## config.mk

```make
export PLATFORM = sky130hd
export DESIGN_NAME = symrun_classifier
export DESIGN_NICKNAME = d
export VERILOG_FILES = /design/src/rtl/symrun_pkg.sv /design/src/rtl/symrun_edge.sv /design/src/rtl/symrun_count.sv /design/src/rtl/symrun_decide.sv /design/src/rtl/symrun_classifier.sv
export SDC_FILE = /design/constraint.sdc
export NUM_CORES = 1
export LEC_CHECK = 0
export ABC_AREA = 1
export CAP_MARGIN = 40
export CORE_MARGIN = 3
export CORE_UTILIZATION = 35
export CTS_CLUSTER_SIZE = 16
export DETAILED_ROUTE_END_ITERATION = 10
export GPL_TIMING_DRIVEN = 0
export HOLD_SLACK_MARGIN = 0.03
export PLACE_DENSITY = 0.55
export SETUP_SLACK_MARGIN = 0.5
export SLEW_MARGIN = 15
export SYNTH_ARGS = -nofsm -noshare
export SYNTH_HDL_FRONTEND = slang
export SYNTH_SLANG_ARGS = --single-unit
export TNS_END_PERCENT = 1
```

## constraint.sdc

```tcl
create_clock -name clk -period 1.4 [get_ports clk]
set_clock_uncertainty 0.15 [all_clocks]
set_input_delay 0.42 -clock clk [delete_from_list [all_inputs] [get_ports clk]]
set_output_delay 0.42 -clock clk [all_outputs]
set_load 0.01 [all_outputs]
```

## src/rtl/symrun_pkg.sv

```systemverilog
package symrun_pkg;

    typedef enum logic [1:0] {
        CLS_C16 = 2'b00,
        CLS_C32 = 2'b01,
        CLS_C48 = 2'b10,
        CLS_C64 = 2'b11
    } sym_class_e;

    typedef struct packed {
        logic       valid;
        sym_class_e cls;
        logic       pol;
        logic       err;
    } sym_result_t;

    // Map a run length to a class, given the lower bounds of classes 1..3
    function automatic sym_class_e run_to_class(
        input int unsigned len,
        input int unsigned lo_c32,
        input int unsigned lo_c48,
        input int unsigned lo_c64
    );
        if (len >= lo_c64)      return CLS_C64;
        else if (len >= lo_c48) return CLS_C48;
        else if (len >= lo_c32) return CLS_C32;
        else                    return CLS_C16;
    endfunction

    function automatic logic run_in_range(
        input int unsigned len,
        input int unsigned lo,
        input int unsigned hi
    );
        return (len >= lo) && (len <= hi);
    endfunction

endpackage

```

## src/rtl/symrun_edge.sv

```systemverilog
module symrun_edge (
    input  logic clk,
    input  logic rst,
    input  logic stb,
    input  logic lvl,
    output logic held_lvl,
    output logic primed,
    output logic edge_evt
);
    always_ff @(posedge clk) begin
        if (rst) begin
            held_lvl <= 1'b0;
            primed   <= 1'b0;
        end else if (stb) begin
            held_lvl <= lvl;
            primed   <= 1'b1;
        end
    end

    assign edge_evt = stb && primed && (lvl != held_lvl);


    ref_level_stable_chk: assert property (@(posedge clk) disable iff (rst)
        !stb |=> $stable(held_lvl));
endmodule

```

## src/rtl/symrun_count.sv

```systemverilog
module symrun_count #(
    parameter int unsigned CNT_W = 6
) (
    input  logic             clk,
    input  logic             rst,
    input  logic             stb,
    input  logic             edge_evt,
    output logic [CNT_W-1:0] cnt,
    output logic             armed
);
    localparam logic [CNT_W-1:0] CNT_MAX = '1;
    localparam logic [CNT_W-1:0] CNT_ONE = CNT_W'(1);

    always_ff @(posedge clk) begin
        if (rst) begin
            cnt   <= '0;
            armed <= 1'b0;
        end else if (stb) begin
            if (edge_evt) begin
                cnt   <= CNT_ONE;
                armed <= 1'b1;
            end else if (cnt != CNT_MAX) begin
                cnt <= cnt + CNT_ONE;
            end
        end
    end


    no_wrap_chk: assert property (@(posedge clk) disable iff (rst)
        (stb && !edge_evt) |=> (cnt >= $past(cnt)));


    restart_one_chk: assert property (@(posedge clk) disable iff (rst)
        edge_evt |=> (cnt == CNT_ONE) && armed);
endmodule

```

## src/rtl/symrun_decide.sv

```systemverilog
module symrun_decide
    import symrun_pkg::*;
#(
    parameter int unsigned CNT_W   = 6,
    parameter int unsigned MIN_LEN = 4,
    parameter int unsigned LO_C32  = 12,
    parameter int unsigned LO_C48  = 20,
    parameter int unsigned LO_C64  = 28,
    parameter int unsigned MAX_LEN = 40
) (
    input  logic             clk,
    input  logic             rst,
    input  logic             take,
    input  logic [CNT_W-1:0] len,
    input  logic             pol,
    output sym_result_t      res
);
    sym_result_t nxt;
    logic        ok;

    always_comb begin
        ok        = run_in_range(int'(len), MIN_LEN, MAX_LEN);
        nxt       = '0;
        nxt.valid = take;
        if (take) begin
            nxt.pol = pol;
            nxt.err = !ok;
            nxt.cls = ok ? run_to_class(int'(len), LO_C32, LO_C48, LO_C64) : CLS_C16;
        end
    end

    always_ff @(posedge clk) begin
        if (rst) res <= '0;
        else     res <= nxt;
    end


    good_len_range_chk: assert property (@(posedge clk) disable iff (rst)
        (res.valid && !res.err) |-> ($past(len) >= CNT_W'(MIN_LEN)) && ($past(len) <= CNT_W'(MAX_LEN)));


    long_class_len_chk: assert property (@(posedge clk) disable iff (rst)
        (res.valid && !res.err && res.cls == CLS_C64) |-> ($past(len) >= CNT_W'(LO_C64)));


    err_needs_valid_chk: assert property (@(posedge clk) disable iff (rst)
        res.err |-> res.valid);
endmodule

```

## src/rtl/symrun_classifier.sv

```systemverilog
module symrun_classifier
    import symrun_pkg::*;
#(
    parameter int unsigned CNT_W   = 6,
    parameter int unsigned MIN_LEN = 4,
    parameter int unsigned LO_C32  = 12,
    parameter int unsigned LO_C48  = 20,
    parameter int unsigned LO_C64  = 28,
    parameter int unsigned MAX_LEN = 40
) (
    input  logic       clk,
    input  logic       rst,
    input  logic       smp_stb,
    input  logic       lvl_in,
    output logic       sym_valid,
    output logic [1:0] sym_class,
    output logic       sym_pol,
    output logic       sym_err
);
    logic             held_lvl;
    logic             primed;
    logic             edge_evt;
    logic [CNT_W-1:0] run_cnt;
    logic             armed;
    sym_result_t      res;

    symrun_edge u_edge (
        .clk      (clk),
        .rst      (rst),
        .stb      (smp_stb),
        .lvl      (lvl_in),
        .held_lvl (held_lvl),
        .primed   (primed),
        .edge_evt (edge_evt)
    );

    symrun_count #(.CNT_W(CNT_W)) u_count (
        .clk      (clk),
        .rst      (rst),
        .stb      (smp_stb),
        .edge_evt (edge_evt),
        .cnt      (run_cnt),
        .armed    (armed)
    );

    symrun_decide #(
        .CNT_W   (CNT_W),
        .MIN_LEN (MIN_LEN),
        .LO_C32  (LO_C32),
        .LO_C48  (LO_C48),
        .LO_C64  (LO_C64),
        .MAX_LEN (MAX_LEN)
    ) u_decide (
        .clk  (clk),
        .rst  (rst),
        .take (edge_evt && armed),
        .len  (run_cnt),
        .pol  (held_lvl),
        .res  (res)
    );

    assign sym_valid = res.valid;
    assign sym_class = res.cls;
    assign sym_pol   = res.pol;
    assign sym_err   = res.err;


    valid_after_strobe_chk: assert property (@(posedge clk) disable iff (rst)
        sym_valid |-> $past(smp_stb) && $past(primed));
endmodule

```

==> Yosys cells after proc, flatten, opt, wreduce, memory -nomap -nowiden <==
Index checks and enable logic that the tools add are counted.
{ "word_totals": {"regBits": 14, "inputBits": 4, "output_inout_bits": 5, "elab_cells": 33} }
{ "classes": {"n_addsub": 1, "n_lt_le_gt_ge": 5, "eq_ne": 2, "muxes": 5, "bitwise": 2, "n_reduce_logical": 10} }
{ "ops": {"columns": ["op", "count"], "rows": [
  ["greater-or-equal comparator 6 x 5 -> 1 bit (second input constant)", 2],
  ["two-way mux 6 bit", 2],
  ["adder 6 x 1 -> 6 bit (second input constant)", 1],
  ["greater-or-equal comparator 6 x 3 -> 1 bit (second input constant)", 1],
  ["greater-or-equal comparator 6 x 4 -> 1 bit (second input constant)", 1],
  ["<= comparator 6 bit (second input constant)", 1],
  ["!= test 6 bit (second input constant)", 1],
  ["logical AND 1 bit", 4],
  ["two-way mux 2 bit", 2],
  ["AND reduction 2 bit", 2],
  ["OR reduction 3 bit", 1],
  ["inverter 1 bit", 2],
  ["nonzero test 2 bit", 1],
  ["OR reduction 2 bit", 1],
  ["zero test 1 bit", 1],
  ["two-way mux 1 bit", 1],
  ["!= test 1 bit", 1]
]} }

==> Logic depth before layout (Yosys ltp) <==
Gate-level depths: netlist of run 1.
{ "logic_depth": {"depth_word": 5, "mapped_depth": 8, "depth_no_buf": 8} }

==> By module <==
Synthesis of run 1 repeated with hierarchy kept, for this count alone.
{ "unflattened": {"cells_unflattened": 104, "hier_area_um2": 714.4} }
{ "by_module_without_submodules": {"columns": ["module", "instances", "cells_each", "area_per_inst_um2", "seq_area_each_um2"], "rows": [
  ["symrun_count", 1, 56, 394.1, 140.1],
  ["symrun_decide", 1, 32, 221.5, 100.1],
  ["symrun_edge", 1, 14, 91.3, 40.0],
  ["symrun_classifier", 1, 2, 7.5, 0.0]
]} }

==> Least setup slack after synthesis of run 1 <==
Ideal clock, no wire load.
{ "synth_timing": {"kind": "reg-to-reg", "start": "register u_count.cnt[0]", "end": "register u_count.cnt[5]", "setup_ns": 0.109, "t_arrival_ns": 1.013, "required_time_ns": 1.141, "path_slack_ns": 0.127, "stages_incl_launch_ff": 9, "path_buffers": 0, "synth_period_minus_slack_ns": 1.273, "path_cell_list": "dfxtp_1 ha_1 nand3_2 nor2_2 nor2_2 nand2_1 nand2_1 inv_2 nor2_1"} }
{ "synth_between": {"elab_chain_cells": 3, "elab_cells_between_ends": 6, "cone_classes": "1 x add/sub; 1 x eq/ne; 2 x mux; 2 x reduce/logical"} }
{ "synth_lines": {"columns": ["item", "line", "text"], "rows": [
  ["from (decl)", "symrun_count.sv:8", "output logic [CNT_W-1:0] cnt,"],
  ["from (signal assigned)", "symrun_count.sv:23", "cnt <= cnt + CNT_ONE;"],
  ["adder 6 x 1 -> 6 bit / != test 6 bit (equally long branches)", "symrun_count.sv:23, symrun_count.sv:22", null],
  ["two-way mux 6 bit / nonzero test 2 bit (equally long branches)", null, null],
  ["two-way mux 6 bit / AND reduction 2 bit (equally long branches)", null, null]
]} }
Several ways; a longest one is shown, not always the timed one. The select of a mux whose other input is x is not followed.
A chain may end at the register's enable or synchronous reset.

==> Final worst setup path of run 1 <==
{ "layout_timing": {"start": "register u_count.cnt[4]", "end": "register u_count.cnt[3]"} }
{ "layout_between": {"elab_chain_cells": 3} }
{ "layout_lines": {"columns": ["item", "line", "text"], "rows": [
  ["!= test 6 bit", "symrun_count.sv:22", "end else if (cnt != CNT_MAX) begin"],
  ["nonzero test 2 bit (no line)", null, null],
  ["AND reduction 2 bit (no line)", null, null]
]} }
Every way passes these cells.

==> results.sh, run 1 <==
export IMPL_drive_above_1_share_pct=26.6
export IMPL_vias=610
export IMPL_grt_pass1_vias=544
export IMPL_tightest_slew_ps=266
export IMPL_nets=116
export IMPL_final_hold_violation_count=0
export IMPL_placementRows=15
export IMPL_finish_utilization_pct=48.2
export IMPL_htree_levels=1
export IMPL_drt_iter0_markers=15
export IMPL_power_leakage_uw=0.000394
export IMPL_viasPerCell=4.55
export IMPL_first_pass_iters=4
export IMPL_dieWidth_um=50.6
export IMPL_timing_rr_end="u_count.cnt[3]"
export IMPL_post_synth_top_area_cell="dfxtp_1"
export IMPL_ir_drop_v=0.000571
export IMPL_r2r_start="u_count.cnt[4]"
export IMPL_grt_pass1_wl_um=2240
export IMPL_max_stage_delay_ps=450
export IMPL_setup_worst_path_end_class="flip-flop"
export IMPL_power_density_mw_per_mm2=913
export IMPL_ys_ff_latch=14
export IMPL_routed_wirelength_um=1290
export IMPL_synthArstFlopShare_pct=0
export IMPL_r2r_slack_ps=100
export IMPL_crit_required_ps=1430
export IMPL_hp_class="primary input to flip-flop"
export IMPL_clkTransAtPathRegs_ps=80
export IMPL_worst_setup_path_type="flip-flop to flip-flop"
export IMPL_crit_chain="nand2_1, nor2_4, nand2_1, nand3_1, a21oi_1"
export IMPL_cts_root_buf="clkbuf_4"
export IMPL_fin_area_um2=868
export IMPL_cp_common_cell="nand2_1"
export IMPL_cpMaxStageDelayCell="dfxtp_1"
export IMPL_synth_cells=96
export IMPL_grt_overflow_total=0
export IMPL_rsz0062_at_grt="true"
export IMPL_cp_startpoint="u_count.cnt[4]"
export IMPL_detail_route_antenna_nets=0
export IMPL_cts_sinks=14
export IMPL_clockBufferDepth=2
export IMPL_holdPathEnd="u_edge.held_lvl"
export IMPL_syn_to_final_growth_pct=24.8
export IMPL_synth_warnings=0
export IMPL_netlist_area_leader_share_pct=40.3
export IMPL_crit_fanout=7
export IMPL_yosys_top_cells_count="inv_1, nand2_1, dfxtp_1"
export IMPL_dp_hpwl_um=932
export IMPL_insertion_delay_ps=290
export IMPL_synth_edff_count=0
export IMPL_period_needed_ps=1300
export IMPL_avgRoutedWirePerCell_um=9.60
export IMPL_synth_cell_types=21
export IMPL_crit_arrival_ps=1340
export IMPL_dieArea_mm2=0.00256
export IMPL_r2r_cells=5
export IMPL_core_mm2=0.00180
export IMPL_startpoint_type="flip-flop"
export IMPL_timing_fmax_mhz=768
export IMPL_hp_start="smp_stb"
export IMPL_drc=0
export IMPL_post_synth_instance_area_um2=696
export IMPL_synth_main_ff_cell="dfxtp_1"
export IMPL_grt_max_degree=10
export IMPL_syn_nets=102
export IMPL_netlist_top_cells_area="dfxtp_1, inv_1, nand2_1, nor2_1, nand3_1"
export IMPL_die_h_um=50.6
export IMPL_worst_path_buf_inv=0
export IMPL_ys_seq_area_share_pct=40.3
export IMPL_numCtsBuffers=3
export IMPL_placed_cell_area_um2=802
export IMPL_critPathTopFamily="simple AND/OR/NAND/NOR gates"
export IMPL_fin_crit_sh_pct=93.0
export IMPL_grt_usage_pct=11.8
export IMPL_outcome="complete, no violations"
export IMPL_antenna_found_initial=0
export IMPL_cts_tree="built"
export IMPL_place_gp_congestion=0.828
export IMPL_setup_viol=0
export IMPL_cap_violations=0
export IMPL_final_max_slew_viol_count=0
export IMPL_postSynthAreaPerCell_um2=7.25
export IMPL_initial_core_util_pct=38.6
export IMPL_io_buffers=7
export IMPL_relSlewSlack_pct=82.3
export IMPL_antenna_cells=0
export IMPL_hold_depth=2
export IMPL_io_pins=9
==> through the flow <==
| stage | TNS [ps] | hold WS, ps | total power (µW) | setup WS, ps | instances |
|---|---|---|---|---|---|
| 3_3_place_gp | -3570 | 301 | 504 | -368 | 128 |
| 3_5_place_dp | -3760 | 307 | 506 | -387 | 128 |
| 4_1_cts | 0 | 206 | 802 | 103 | 134 |
| 2_1_floorplan | 0 | 287 | 484 | 152 | 96 |
| 6_report | 0 | 211 | 793 | 97.4 | 134 |
| 5_1_grt | 0 | 205 | 830 | 18.7 | 134 |
==> timing repair <==
| action | 4_1_cts | 5_1_grt |
|---|---|---|
| hold buffers | 0 | 0 |
| setup endpoints to repair | 19 | 18 |
| pin swaps | 6 | 1 |
| gates resized for setup | 31 | 0 |
| buffers inserted | 2 | 0 |
==> final cells by class <==
cell class | instances | area [µm²]
Buffer | 1 | 11.3
Clock buffer | 4 | 36.3
Fill cell | 203 | 933
Inverter | 20 | 76.3
Multi-Input combinational cell | 61 | 368
Sequential cell | 14 | 288
Tap cell | 25 | 31.3
Timing Repair Buffer | 9 | 57.6
==> cells in the final DEF, fill, tap and decap left out, drive strengths merged <==
cell type,n
a21oi,6
buf,8
clkbuf,4
clkinv,2
dfxtp,14
dlygate4sd2,2
ha,2
inv,18
nand2,17
nand3,10
nand4,1
nor2,15
nor3,1
o21ai,8
xor2,1
==> where the power goes <==
part / switching [µW] / leakage [µW] / internal (µW)
Combinational: 47.2 / 0.000258 / 33.3
Sequential: 14.1 / 0.000115 / 410
Clock: 130 / 0.0000210 / 159
==> worst reg2reg max path, delay by kind of cell (launching register included) <==
kind	cells	cell delay, ps
DFF	1	450
and+or+nand+nor	4	540
AOI/OAI and AO/OA	1	60
==> registers in the layout (all words and copies together) (netlist names) <==
register	cells
u_edge.held_lvl	1
u_edge.primed	1
u_count.armed	1
u_decide.res	5
u_count.cnt	6
==> layer usage <==
metal  GRT usage (%)  share of wire [%]
met3            6.23                6.5
met2            19.6                 46
met4            4.04               0.47
met5               0                  0
met1            12.7                 47
==> worst max path at each step <==
stage	end	cells past startpoint
after floorplan	u_count.cnt[3]	8
after global placement	u_decide.res[2]	7
after detailed placement	u_decide.res[2]	7
after CTS	sym_err	1
after global routing	u_count.cnt[5]	8
final	u_count.cnt[3]	5
==> logic make-up (layout without fill, tap and decap cells) <==
group,Yosys count,count (layout),share of synthesized area (%)
buffers and inverters,21,34,12.6
flip-flops,14,14,40.3
AO/OA/AOI/OAI,14,14,10.6
AND/OR/NAND/NOR,44,44,31.7
XOR/XNOR,1,1,1.26
adder cells (fa/ha/maj),2,2,3.60
Power figures use the tool's default switching activity.
==> run 2: changes to the inputs <==
--- a/config.mk
+++ b/config.mk
@@ -9,7 +9,7 @@
 export CAP_MARGIN = 40
 export CORE_MARGIN = 3
 export CORE_UTILIZATION = 35
-export CTS_CLUSTER_SIZE = 16
+export CTS_CLUSTER_SIZE = 40
 export DETAILED_ROUTE_END_ITERATION = 10
 export GPL_TIMING_DRIVEN = 0
 export HOLD_SLACK_MARGIN = 0.03
==> results of run 2 <==
The final DEF is identical to that of run 1; final timing and power are the same.
